$ cat config.mk
export PLATFORM = sky130hd
export DESIGN_NAME = monReadSeq
export DESIGN_NICKNAME = d
export VERILOG_FILES = /design/src/rtl/monReadPkg.sv /design/src/rtl/monReadCtrl.sv /design/src/rtl/monReadPath.sv /design/src/rtl/monReadSeq.sv
export SDC_FILE = /design/constraint.sdc
export NUM_CORES = 1
export LEC_CHECK = 0
export ABC_CLOCK_PERIOD_IN_PS = 9450
export BUFFER_PORTS_ARGS = -buffer_cell sky130_fd_sc_hd__buf_4
export CAP_MARGIN = 10
export CORE_AREA = 5 5 110 112
export DETAILED_ROUTE_END_ITERATION = 10
export DIE_AREA = 0 0 115 117
export GPL_ROUTABILITY_DRIVEN = 0
export PLACE_DENSITY_LB_ADDON = 0.05
export SLEW_MARGIN = 20
export SYNTH_ARGS = -nofsm -noshare
export SYNTH_HDL_FRONTEND = slang
export SYNTH_HIERARCHICAL = 1
export SYNTH_SLANG_ARGS = --single-unit
$ cat constraint.sdc
create_clock -name clk -period 9.45 [get_ports clk]
set_clock_uncertainty 0.1 [all_clocks]
set_input_delay 1.89 -clock clk [delete_from_list [all_inputs] [get_ports clk]]
set_output_delay 1.89 -clock clk [all_outputs]
set_load 0.01 [all_outputs]
$ cat src/rtl/monReadPkg.sv
package monReadPkg;

  localparam int CHAN_FIELD_W = 4;

  typedef enum logic [1:0] {
    SEC_STATUS = 2'd0,
    SEC_FAULT  = 2'd1,
    SEC_CUR    = 2'd2
  } secT;

  // strobes from the control to the datapath
  typedef struct packed {
    logic                    emit;
    secT                     sect;
    logic [CHAN_FIELD_W-1:0] chan;
    logic                    hiByte;
    logic                    freeze;
  } strbT;

endpackage

$ cat src/rtl/monReadCtrl.sv
module monReadCtrl
  import monReadPkg::*;
#(
  parameter int CH = 4
) (
  input  logic                        clk,
  input  logic                        rstN,
  input  logic                        byteReq,
  input  logic                        txnEnd,
  input  logic [$clog2(CH)-1:0]       numSel,
  output strbT                        strb,
  output logic [$clog2(4*CH+1)-1:0]   rdPtr
);
  localparam int PW = $clog2(4*CH+1);

  logic          active;
  logic [PW-1:0] ptr, nVal, twoN, lastIdx, nextPtr, off;

  always_comb begin
    nVal    = PW'(numSel) + PW'(1);
    twoN    = nVal << 1;
    lastIdx = twoN << 1;
    // past the last current result: back to current result 0
    nextPtr = (ptr >= lastIdx) ? twoN + PW'(1) : ptr + PW'(1);

    strb = '0;
    if (ptr == '0) begin
      strb.sect = SEC_STATUS;
      off       = '0;
    end else if (ptr <= twoN) begin
      strb.sect = SEC_FAULT;
      off       = ptr - PW'(1);
    end else begin
      strb.sect = SEC_CUR;
      off       = ptr - twoN - PW'(1);
    end
    strb.chan   = CHAN_FIELD_W'(off >> 1);
    strb.hiByte = (ptr != '0) && !off[0];
    strb.emit   = byteReq && !txnEnd;
    strb.freeze = (active || byteReq) && !txnEnd;
  end

  always_ff @(posedge clk) begin
    if (!rstN) begin
      active <= 1'b0;
      ptr    <= '0;
    end else if (txnEnd) begin
      active <= 1'b0;
      ptr    <= '0;
    end else if (byteReq) begin
      active <= 1'b1;
      ptr    <= nextPtr;
    end
  end

  assign rdPtr = ptr;

endmodule

$ cat src/rtl/monReadPath.sv
module monReadPath
  import monReadPkg::*;
#(
  parameter int CH = 4,
  parameter int DW = 12
) (
  input  logic                       clk,
  input  logic                       rstN,
  input  strbT                       strb,
  input  logic [7:0]                 alarmStatus,
  input  logic [CH-1:0][DW-1:0]      faultVals,
  input  logic                       convValid,
  input  logic [$clog2(CH)-1:0]      convChan,
  input  logic [DW-1:0]              convData,
  output logic                       byteValid,
  output logic [7:0]                 byteData
);
  localparam int CW = $clog2(CH);

  logic [DW-1:0] curReg   [CH];
  logic [DW-1:0] pendData [CH];
  logic          pendValid[CH];

  for (genvar g = 0; g < CH; g++) begin : gChan
    logic hit;
    assign hit = convValid && (convChan == CW'(g));

    always_ff @(posedge clk) begin
      if (!rstN) begin
        curReg[g]    <= '0;
        pendData[g]  <= '0;
        pendValid[g] <= 1'b0;
      end else if (strb.freeze) begin
        // read in progress: hold the newest result for later
        if (hit) begin
          pendData[g]  <= convData;
          pendValid[g] <= 1'b1;
        end
      end else begin
        if (hit)               curReg[g] <= convData;
        else if (pendValid[g]) curReg[g] <= pendData[g];
        pendValid[g] <= 1'b0;
      end
    end
  end

  logic [CW-1:0] chIdx;
  logic [15:0]   word;
  logic [7:0]    selByte;

  always_comb begin
    chIdx = strb.chan[CW-1:0];
    if (strb.sect == SEC_FAULT) word = 16'(faultVals[chIdx]);
    else                        word = 16'(curReg[chIdx]);
    if (strb.sect == SEC_STATUS) selByte = alarmStatus;
    else if (strb.hiByte)        selByte = word[15:8];
    else                         selByte = word[7:0];
  end

  always_ff @(posedge clk) begin
    if (!rstN) begin
      byteValid <= 1'b0;
      byteData  <= '0;
    end else begin
      byteValid <= strb.emit;
      if (strb.emit) byteData <= selByte;
    end
  end

endmodule

$ cat src/rtl/monReadSeq.sv
module monReadSeq
  import monReadPkg::*;
#(
  parameter int CH = 4,
  parameter int DW = 12
) (
  input  logic                   clk,
  input  logic                   rstN,
  input  logic [$clog2(CH)-1:0]  numSel,
  input  logic [7:0]             alarmStatus,
  input  logic [CH-1:0][DW-1:0]  faultVals,
  input  logic                   convValid,
  input  logic [$clog2(CH)-1:0]  convChan,
  input  logic [DW-1:0]          convData,
  input  logic                   byteReq,
  input  logic                   txnEnd,
  output logic                   byteValid,
  output logic [7:0]             byteData
);
  localparam int PW = $clog2(4*CH+1);

  strbT          strb;
  logic [PW-1:0] rdPtr;

  monReadCtrl #(.CH(CH)) u_ctrl (
    .clk(clk), .rstN(rstN), .byteReq(byteReq), .txnEnd(txnEnd),
    .numSel(numSel), .strb(strb), .rdPtr(rdPtr)
  );

  monReadPath #(.CH(CH), .DW(DW)) u_path (
    .clk(clk), .rstN(rstN), .strb(strb), .alarmStatus(alarmStatus),
    .faultVals(faultVals), .convValid(convValid), .convChan(convChan),
    .convData(convData), .byteValid(byteValid), .byteData(byteData)
  );

endmodule

==> flow_summary_export.csv, run 1 <==
group,metric,value,unit
outcome,outcome,"finished clean",
power,switchingPower,0.3126,mW
critical_path,path_delay_family,"compound AO/OA/AOI/OAI gates",
power,power_density,200.5,nW/um^2
floorplan,ios,86,
sta,period_minus_slack,4723,ps
critical_path,reg2reg_slack,6050,ps
global_route,grt_pass1_wl,21.52,mm
floorplan,dieArea,13460,um^2
layout,fill_cells,836,
power,leakage,2.705,nW
layout,final_common_cell,"edfxtp_1",
detailed_routing,drt_wl_total,13.94,mm
sta,timing.final.ws_setup,4727,ps
power,power_frac_seq,0.415,
layout,syn2layout_area_growth,22.98,%
layout,drive_above_1_share,0.2755,
critical_path,path_buf_inv,3,
clock_tree,post_cts_resized,0,
global_route,grt_pass1_vias,3903,
critical_path,r2r-start,"u_ctrl/rdPtr[3]",
critical_path,cp_max_fo,14,
power,ir_worst_vdd,0.1315,mV
power,power,1.441,mW
yosys,synth_cells,457,
hold_path,hold_end,"u_path/byteData[1]",
sta,setup_viol,0,
detailed_routing,drt_iter0_drc,362,
hold_path,hold_path_class,"flop to flop",
floorplan,coreArea,11130,um^2
clock_tree,clockBufferDepth,2,
placement,numPlacedInstances,659,
clock_tree,clk_pin_slew_worst_paths,50,ps
global_route,antenna_found_initial,0,
critical_path,startpoint,"numSel[0]",
power,switching_share,0.2170,
placement,post-place-ws,4325,ps
floorplan,num_rows,39,
sta,post-route-period-util,0.4998,
power,clkPwrFrac,0.477,
hold_path,min_delay_path_depth,2,
detailed_routing,viasPerCell,5.826,
critical_path,cp.arrival,4920,ps
layout,final_cell_mix,"edfxtp_1, buf_4, and2_1",
floorplan,die_w,115,um
clock_tree,cts_made_buffers,17,
critical_path,rr_worst_depth,11,
sta,tns,0,ps
detailed_routing,drc,0,
sta,slew_headroom,0.2916,
placement,io_buffers,85,
sta,timing.fmax,0.2117,GHz
layout,ff_latch_area,3293,um^2
layout,design_area,7186,um^2
clock_tree,holdBufCountCts,0,
yosys,synth_warnings,6,
critical_path,max_stage_delay,580,ps
critical_path,crit_type,"input pin to flop",
clock_tree,cts_tree,"built",
critical_path,cpMaxStageDelayCell,"mux4_1",
clock_tree,clock_latency,410,ps
layout,nets,621,
clock_tree,post_cts.repair.setup_buffers,0,
yosys,synth_area,5843,um^2
power,power_frac_comb,0.108,
sta,slew_violations,0,
run,drv_cap,0,
global_route,gr-total-overflow,0,
critical_path,crit_required,9650,ps
sta,tightest_slew,1063,ps
critical_path,path_cells,"buf_4, ha_1, inv_1, ha_1, nor2b_1, a221oi_1, o211ai_1, a21o_1, o211ai_1, buf_4, mux4_1, mux2_2, o221ai_1, o21ai_1",
floorplan,fp.dieH,117,um
yosys,synth.avg_cell_area,12.79,um^2
layout,postLayoutCoreUtil,0.6459,
placement,dp_hpwl,9.890,mm
layout,multi_input_area,2340,um^2
sta,hold_ws,357.1,ps
detailed_routing,first_pass_iters,5,
detailed_routing,drtAntennaViolNets,0,
detailed_routing,vias,4026,
hold_path,hold_start,"u_path/byteData[1]",
sta,rsz0062_at_grt,"no",
sta,hold_viol_final,0,
placement,dpl_cell_area,6540,um^2
critical_path,cp-end-kind,"flop",
layout,stdcell_count,691,
detailed_routing,avgRoutedWirePerCell,20.18,um
clock_tree,ctsHtreeMaxLevel,4,
yosys,syn-num-nets,543,
floorplan,start_util,0.5252,
global_route,track_usage,0.2168,
clock_tree,clkSinkCount,115,
critical_path,start_kind,"input pin",
power,power.internal,1.128,mW
critical_path,r2r_end,"u_path/byteData[3]",
clock_tree,ctsRootBufferMaster,"clkbuf_16",
global_route,grt_max_degree,24,
layout,antenna-diode-count,0,
## worst max path at each step
stage | to | slack [ps] | cells past startpoint
global placement | u_path/byteData[1] | 4420 | 14
finish | u_path/byteData[3] | 4730 | 14
detailed placement | u_path/byteData[3] | 4330 | 14
global route | u_path/byteData[3] | 4560 | 14
floorplan | u_path/byteData[0] | 4850 | 13
CTS | u_path/byteData[1] | 4760 | 14
## power by group through the flow
stage | logic [mW] | clock network (mW) | registers [mW]
after floorplan | 0.0981 | 0 | 0.604
after global placement | 0.153 | 0 | 0.607
after detailed placement | 0.155 | 0 | 0.608
after CTS | 0.156 | 0.697 | 0.599
after global routing | 0.168 | 0.721 | 0.601
final | 0.155 | 0.687 | 0.598
## registers in the layout, indices dropped and copies added, names as in the netlist
| register | flops |
|---|---|
| u_path/pendData | 48 |
| u_path/pendValid | 4 |
| u_ctrl/active | 1 |
| u_path/byteValid | 1 |
| u_path/curReg | 48 |
| u_ctrl/rdPtr | 5 |
| u_path/byteData | 8 |
## area by class of cell
class	instances	area share
clock inverters	13	0.02908
multi-input cells	296	0.3256
well taps	143	0.02490
clock buffers	19	0.06025
repair buffers	90	0.09403
flip-flops and latches	115	0.4583
inverters	15	0.007836
## metal layers
layer / track usage / share of wire / vias up
met2: 0.3360 / 0.47 / 170
met4: 0.08920 / 0.021 / 0
met1: 0.2963 / 0.43 / 1934
li1: - / - / 1905
met5: 0 / 0 / -
met3: 0.05244 / 0.080 / 17
## worst min-delay path, delay by kind of cell, from the launching register on
kind	cells	cell delay, ps
compound gates	1	50
flops	1	310
simple gates	1	50
Note: power is estimated with default switching activity, not from simulation.
==> inputs of run 2 (changes only) <==
--- a/config.mk
+++ b/config.mk
@@ -5,12 +5,12 @@
 export SDC_FILE = /design/constraint.sdc
 export NUM_CORES = 1
 export LEC_CHECK = 0
-export ABC_CLOCK_PERIOD_IN_PS = 9450
+export ABC_CLOCK_PERIOD_IN_PS = 3900
 export BUFFER_PORTS_ARGS = -buffer_cell sky130_fd_sc_hd__buf_4
 export CAP_MARGIN = 10
-export CORE_AREA = 5 5 110 112
+export CORE_AREA = 5 5 113 115
 export DETAILED_ROUTE_END_ITERATION = 10
-export DIE_AREA = 0 0 115 117
+export DIE_AREA = 0 0 118 120
 export GPL_ROUTABILITY_DRIVEN = 0
 export PLACE_DENSITY_LB_ADDON = 0.05
 export SLEW_MARGIN = 20
==> constraint.sdc (replaced) <==
create_clock -name clk -period 3.9 [get_ports clk]
set_clock_uncertainty 0.1 [all_clocks]
set_input_delay 0.78 -clock clk [delete_from_list [all_inputs] [get_ports clk]]
set_output_delay 0.78 -clock clk [all_outputs]
set_load 0.01 [all_outputs]
==> flow_summary_export.csv, run 2 (synthesis gave the netlist of run 1 again) <==
group,metric,value,unit
clock_tree,clockBufferDepth,2,
global_route,gr-total-overflow,0,
power,power_frac_seq,0.433,
critical_path,start_kind,"input pin",
power,power,3.357,mW
sta,tightest_slew,857.6,ps
clock_tree,clkSinkCount,115,
detailed_routing,drc,0,
critical_path,crit_type,"input pin to flop",
layout,final_common_cell,"edfxtp_1",
detailed_routing,drt_iter0_drc,441,
layout,design_area,7218,um^2
power,power_density,465.0,nW/um^2
global_route,grt_pass1_vias,4194,
power,switching_share,0.2233,
layout,syn2layout_area_growth,23.53,%
run,drv_cap,0,
power,switchingPower,0.7495,mW
sta,tns,0,ps
sta,hold_viol_final,0,
outcome,outcome,"finished clean",
detailed_routing,first_pass_iters,7,
clock_tree,post_cts.repair.setup_buffers,0,
sta,setup_viol,0,
global_route,antenna_found_initial,0,
clock_tree,cts_made_buffers,17,
sta,timing.fmax,0.2859,GHz
clock_tree,ctsHtreeMaxLevel,4,
detailed_routing,drtAntennaViolNets,0,
sta,post-route-period-util,0.8968,
floorplan,coreArea,11710,um^2
power,power_frac_comb,0.118,
layout,antenna-diode-count,0,
clock_tree,clock_latency,400,ps
power,clkPwrFrac,0.449,
layout,final_cell_mix,"edfxtp_1, buf_4, and2_1",
power,power.internal,2.607,mW
detailed_routing,drt_wl_total,14.74,mm
placement,dpl_cell_area,6645,um^2
critical_path,cp_max_fo,15,
global_route,grt_max_degree,24,
layout,nets,631,
floorplan,num_rows,40,
detailed_routing,avgRoutedWirePerCell,20.93,um
clock_tree,ctsRootBufferMaster,"clkbuf_16",
layout,reg_top3,"u_path/curReg: 48 flops, u_path/pendData: 48 flops, u_path/byteData: 8 flops",
clock_tree,clk_pin_slew_worst_paths,50,ps
floorplan,dieArea,14160,um^2
floorplan,start_util,0.4989,
detailed_routing,vias,4065,
placement,dp_hpwl,10.42,mm
detailed_routing,viasPerCell,5.774,
power,ir_worst_vdd,0.2717,mV
floorplan,fp.dieH,120,um
clock_tree,cts_tree,"built",
floorplan,ios,86,
layout,postLayoutCoreUtil,0.6163,
critical_path,cp.arrival,3690,ps
critical_path,crit_required,4100,ps
clock_tree,holdBufCountCts,0,
critical_path,cp-end-kind,"flop",
global_route,track_usage,0.2147,
sta,period_minus_slack,3497,ps
clock_tree,post_cts_resized,0,
power,leakage,2.734,nW
hold_path,hold_path_class,"flop to flop",
floorplan,die_w,118,um
global_route,grt_pass1_wl,23.55,mm
sta,rsz0062_at_grt,"no",
sta,slew_violations,0,
placement,io_buffers,85,
layout,drive_above_1_share,0.2801,
sta,slew_headroom,0.4261,
[run 2: cell types whose count changed in the layout (fill, tap and decap cells not counted)]
cell and change:
clkinvlp_4 -1, clkinv_2 +1, buf_12 +2, buf_4 +8, bufinv_16 -2, a21oi_2 -1
a21oi_1 +1, clkinv_1 +3, clkinv_4 -2
[run 2: worst paths after layout]
kind                         to  depth (start not counted)  slack, ps                from
max          u_path/byteData[3]                         14        400           numSel[0]
max reg2reg  u_path/byteData[3]                         11        580     u_ctrl/rdPtr[3]
min reg2reg  u_path/byteData[0]                          2        350  u_path/byteData[0]
min          u_path/byteData[0]                          2        350  u_path/byteData[0]
[run 2: routing by layer]
metal / global-route usage / up-vias / routed length [um]
met5: 0 / - / 0
li1: - / 1925 / -
met4: 0.06667 / 0 / 208
met1: 0.2809 / 1976 / 6465
met3: 0.05702 / 12 / 849
met2: 0.3515 / 152 / 7212
[run 2: cell type report]
cell class / instances / area (um^2)
flip-flops and latches: 115 / 3293
clock buffers: 19 / 432.9
inverters: 15 / 56.30
multi-input cells: 296 / 2336
repair buffers: 100 / 775.7
fillers: 911 / 4493
well taps: 147 / 183.9
clock inverters: 12 / 140.1
[run 2: through the flow]
step | setup WS (ps) | hold WS, ps | cells
2_1_floorplan | 408.5 | 336.4 | 457
3_5_place_dp | 0.5260 | 343.7 | 673
3_3_place_gp | 84.70 | 346.6 | 673
6_report | 402.6 | 350.8 | 704
4_1_cts | 430.4 | 350.7 | 704
5_1_grt | 157.6 | 380.8 | 704
[run 2: worst max-delay path: stages]
cell and delay (ps):
buf_4 110, ha_1 190, inv_1 70, ha_1 250
nor2b_1 140, a221oi_1 360, o211ai_1 200, a21o_1 190
o211ai_1 130, buf_12 200, mux4_1 560, mux2_2 280
o221ai_1 150, o21ai_1 70
[run 2: power groups by stage]
stage	logic (mW)	clock network [mW]	registers [mW]
floorplan	0.238	0	1.46
global placement	0.388	0	1.48
detailed placement	0.396	0	1.48
CTS	0.398	1.52	1.46
global route	0.428	1.59	1.46
finish	0.396	1.51	1.45
==> inputs of run 3 (changes only) <==
--- a/config.mk
+++ b/config.mk
@@ -5,12 +5,12 @@
 export SDC_FILE = /design/constraint.sdc
 export NUM_CORES = 1
 export LEC_CHECK = 0
-export ABC_CLOCK_PERIOD_IN_PS = 3900
+export ABC_CLOCK_PERIOD_IN_PS = 2950
 export BUFFER_PORTS_ARGS = -buffer_cell sky130_fd_sc_hd__buf_4
 export CAP_MARGIN = 10
-export CORE_AREA = 5 5 113 115
+export CORE_AREA = 2 2 110 112
 export DETAILED_ROUTE_END_ITERATION = 10
-export DIE_AREA = 0 0 118 120
+export DIE_AREA = 0 0 112 114
 export GPL_ROUTABILITY_DRIVEN = 0
 export PLACE_DENSITY_LB_ADDON = 0.05
 export SLEW_MARGIN = 20
==> constraint.sdc (replaced) <==
create_clock -name clk -period 2.95 [get_ports clk]
set_clock_uncertainty 0.1 [all_clocks]
set_input_delay 0.59 -clock clk [delete_from_list [all_inputs] [get_ports clk]]
set_output_delay 0.59 -clock clk [all_outputs]
set_load 0.01 [all_outputs]
==> flow_summary_export.csv, run 3 (synthesis gave the netlist of run 1 again) <==
group,metric,value,unit
floorplan,fp.dieH,114,um
critical_path,reg2reg_slack,40,ps
placement,io_buffers,85,
global_route,grt_pass1_vias,4024,
clock_tree,clockBufferDepth,2,
run,drv_cap,0,
detailed_routing,first_pass_iters,5,
global_route,track_usage,0.2296,
power,power_density,608.1,nW/um^2
critical_path,cp-end-kind,"flop",
detailed_routing,viasPerCell,5.795,
global_route,gr-total-overflow,0,
clock_tree,clkSinkCount,115,
sta,timing.final.ws_setup,-3.604,ps
clock_tree,holdBufCountCts,0,
critical_path,crit_type,"input pin to flop",
clock_tree,ctsHtreeMaxLevel,4,
critical_path,path_delay_family,"compound AO/OA/AOI/OAI gates",
global_route,grt_max_degree,24,
critical_path,path_buf_inv,3,
critical_path,path_cells,"buf_8, ha_4, inv_4, ha_4, nor2b_4, a221oi_2, o211ai_1, a21o_1, o211ai_1, clkbuf_16, mux4_2, mux2_4, o221ai_2, o21ai_1",
placement,dp_hpwl,10.18,mm
sta,setup_viol,1,
floorplan,dieArea,12770,um^2
floorplan,coreArea,11710,um^2
floorplan,ios,86,
sta,hold_ws,340.3,ps
layout,syn2layout_area_growth,29.53,%
floorplan,start_util,0.4989,
hold_path,hold_path_class,"input pin to flop",
critical_path,cpMaxStageDelayCell,"mux4_2",
layout,reg_top3,"u_path/curReg: 48 flops, u_path/pendData: 48 flops, u_path/byteData: 8 flops",
global_route,antenna_found_initial,0,
clock_tree,clk_pin_slew_worst_paths,60,ps
clock_tree,clock_latency,410,ps
sta,post-route-period-util,1.001,
clock_tree,cts_tree,"built",
layout,final_cell_mix,"buf_4, edfxtp_1, and2_1",
critical_path,cp_max_fo,8,
power,power,4.602,mW
power,leakage,2.905,nW
outcome,outcome,"complete, but fails checks",
detailed_routing,avgRoutedWirePerCell,19.23,um
clock_tree,cts_made_buffers,17,
layout,multi_input_area,2415,um^2
critical_path,start_kind,"input pin",
layout,drive_above_1_share,0.3567,
detailed_routing,drt_iter0_drc,357,
floorplan,die_w,112,um
sta,tightest_slew,692.4,ps
layout,ff_latch_area,3294,um^2
layout,antenna-diode-count,0,
placement,post-place-ws,-499.8,ps
detailed_routing,drtAntennaViolNets,0,
power,ir_worst_vdd,0.3552,mV
layout,fill_cells,897,
sta,hold_viol_final,0,
sta,slew_violations,0,
clock_tree,ctsRootBufferMaster,"clkbuf_16",
sta,period_minus_slack,2954,ps
detailed_routing,vias,4248,
detailed_routing,drt_wl_total,14.10,mm
layout,final_common_cell,"buf_4",
layout,nets,660,
critical_path,cp.arrival,3150,ps
outcome,violations,"setup timing",
sta,slew_headroom,0.5384,
sta,timing.fmax,0.3386,GHz
global_route,grt_pass1_wl,22.13,mm
detailed_routing,drc,0,
critical_path,max_stage_delay,510,ps
floorplan,num_rows,40,
critical_path,crit_required,3150,ps
sta,rsz0062_at_grt,"yes",
-- run 3: cell types whose count changed in the layout (fill, tap and decap cells not counted), moves of 4 or more --
cell    before  now
mux4_2      16   23
buf_6        0    4
mux4_1       7    0
buf_4       98  122
-- run 3: worst reg2reg max path: cells and delay by family (launching register included) --
kind | cells | cell delay, ps
AO/OA/AOI/OAI | 6 | 940
multiplexers | 2 | 800
flip-flops | 1 | 330
buffers and inverters | 2 | 280
adder cells (fa/ha/maj) | 1 | 260
AND/OR/NAND/NOR | 1 | 80
-- run 3: worst paths after layout --
kind / end / cells after the start / start
setup / recovery: u_path/byteData[0] / 14 / numSel[0]
hold reg to reg: u_path/byteData[0] / 2 / u_path/byteData[0]
setup reg to reg: u_path/byteData[0] / 12 / u_ctrl/rdPtr[1]
hold / removal: u_ctrl/rdPtr[0] / 2 / byteReq
-- run 3: power by group --
group,switching [mW],total (mW),leakage [nW],internal (mW)
logic,0.294,0.610,1.48,0.316
clock network,0.689,2.08,0.289,1.39
registers,0.0349,1.91,1.13,1.88
total,1.02,4.60,2.91,3.58
-- run 3: through the flow --
stage | util | cell area, um^2 | TNS, ps | cells
3_3_place_gp | 0.5876 | 6882 | -2778 | 698
6_report | 0.6463 | 7569 | -3.604 | 733
5_1_grt | 0.6463 | 7569 | -398.2 | 733
3_5_place_dp | 0.5876 | 6882 | -3142 | 698
4_1_cts | 0.6432 | 7532 | -45.17 | 733
2_1_floorplan | - | 5896 | -718.9 | 457
-- run 3: layer usage --
metal  up-vias  part of all wire  GRT usage  wire [um]
met4         0             0.014    0.06992        204
met1      2087              0.45     0.3155       6303
met3        18             0.064    0.05367        909
met2       161              0.47     0.3685       6679
met5         -                 0          0          0
li1       1982                 -          -          -
-- run 3: repair_timing --
| item | 4_1_cts | 5_1_grt |
|---|---|---|
| endpoints found under the setup margin | 4 | 8 |
| setup buffers | 4 | 0 |
| pin swaps | 7 | 6 |
| resized for setup | 4 | 16 |
-- run 3: area by class of cell --
class                   count  area share
clock buffers              18     0.05670
clock inverters            13     0.02199
inverters                  15    0.007770
multi-input cells         296      0.3191
flip-flops and latches    115      0.4353
well taps                 147     0.02430
repair buffers            129      0.1349
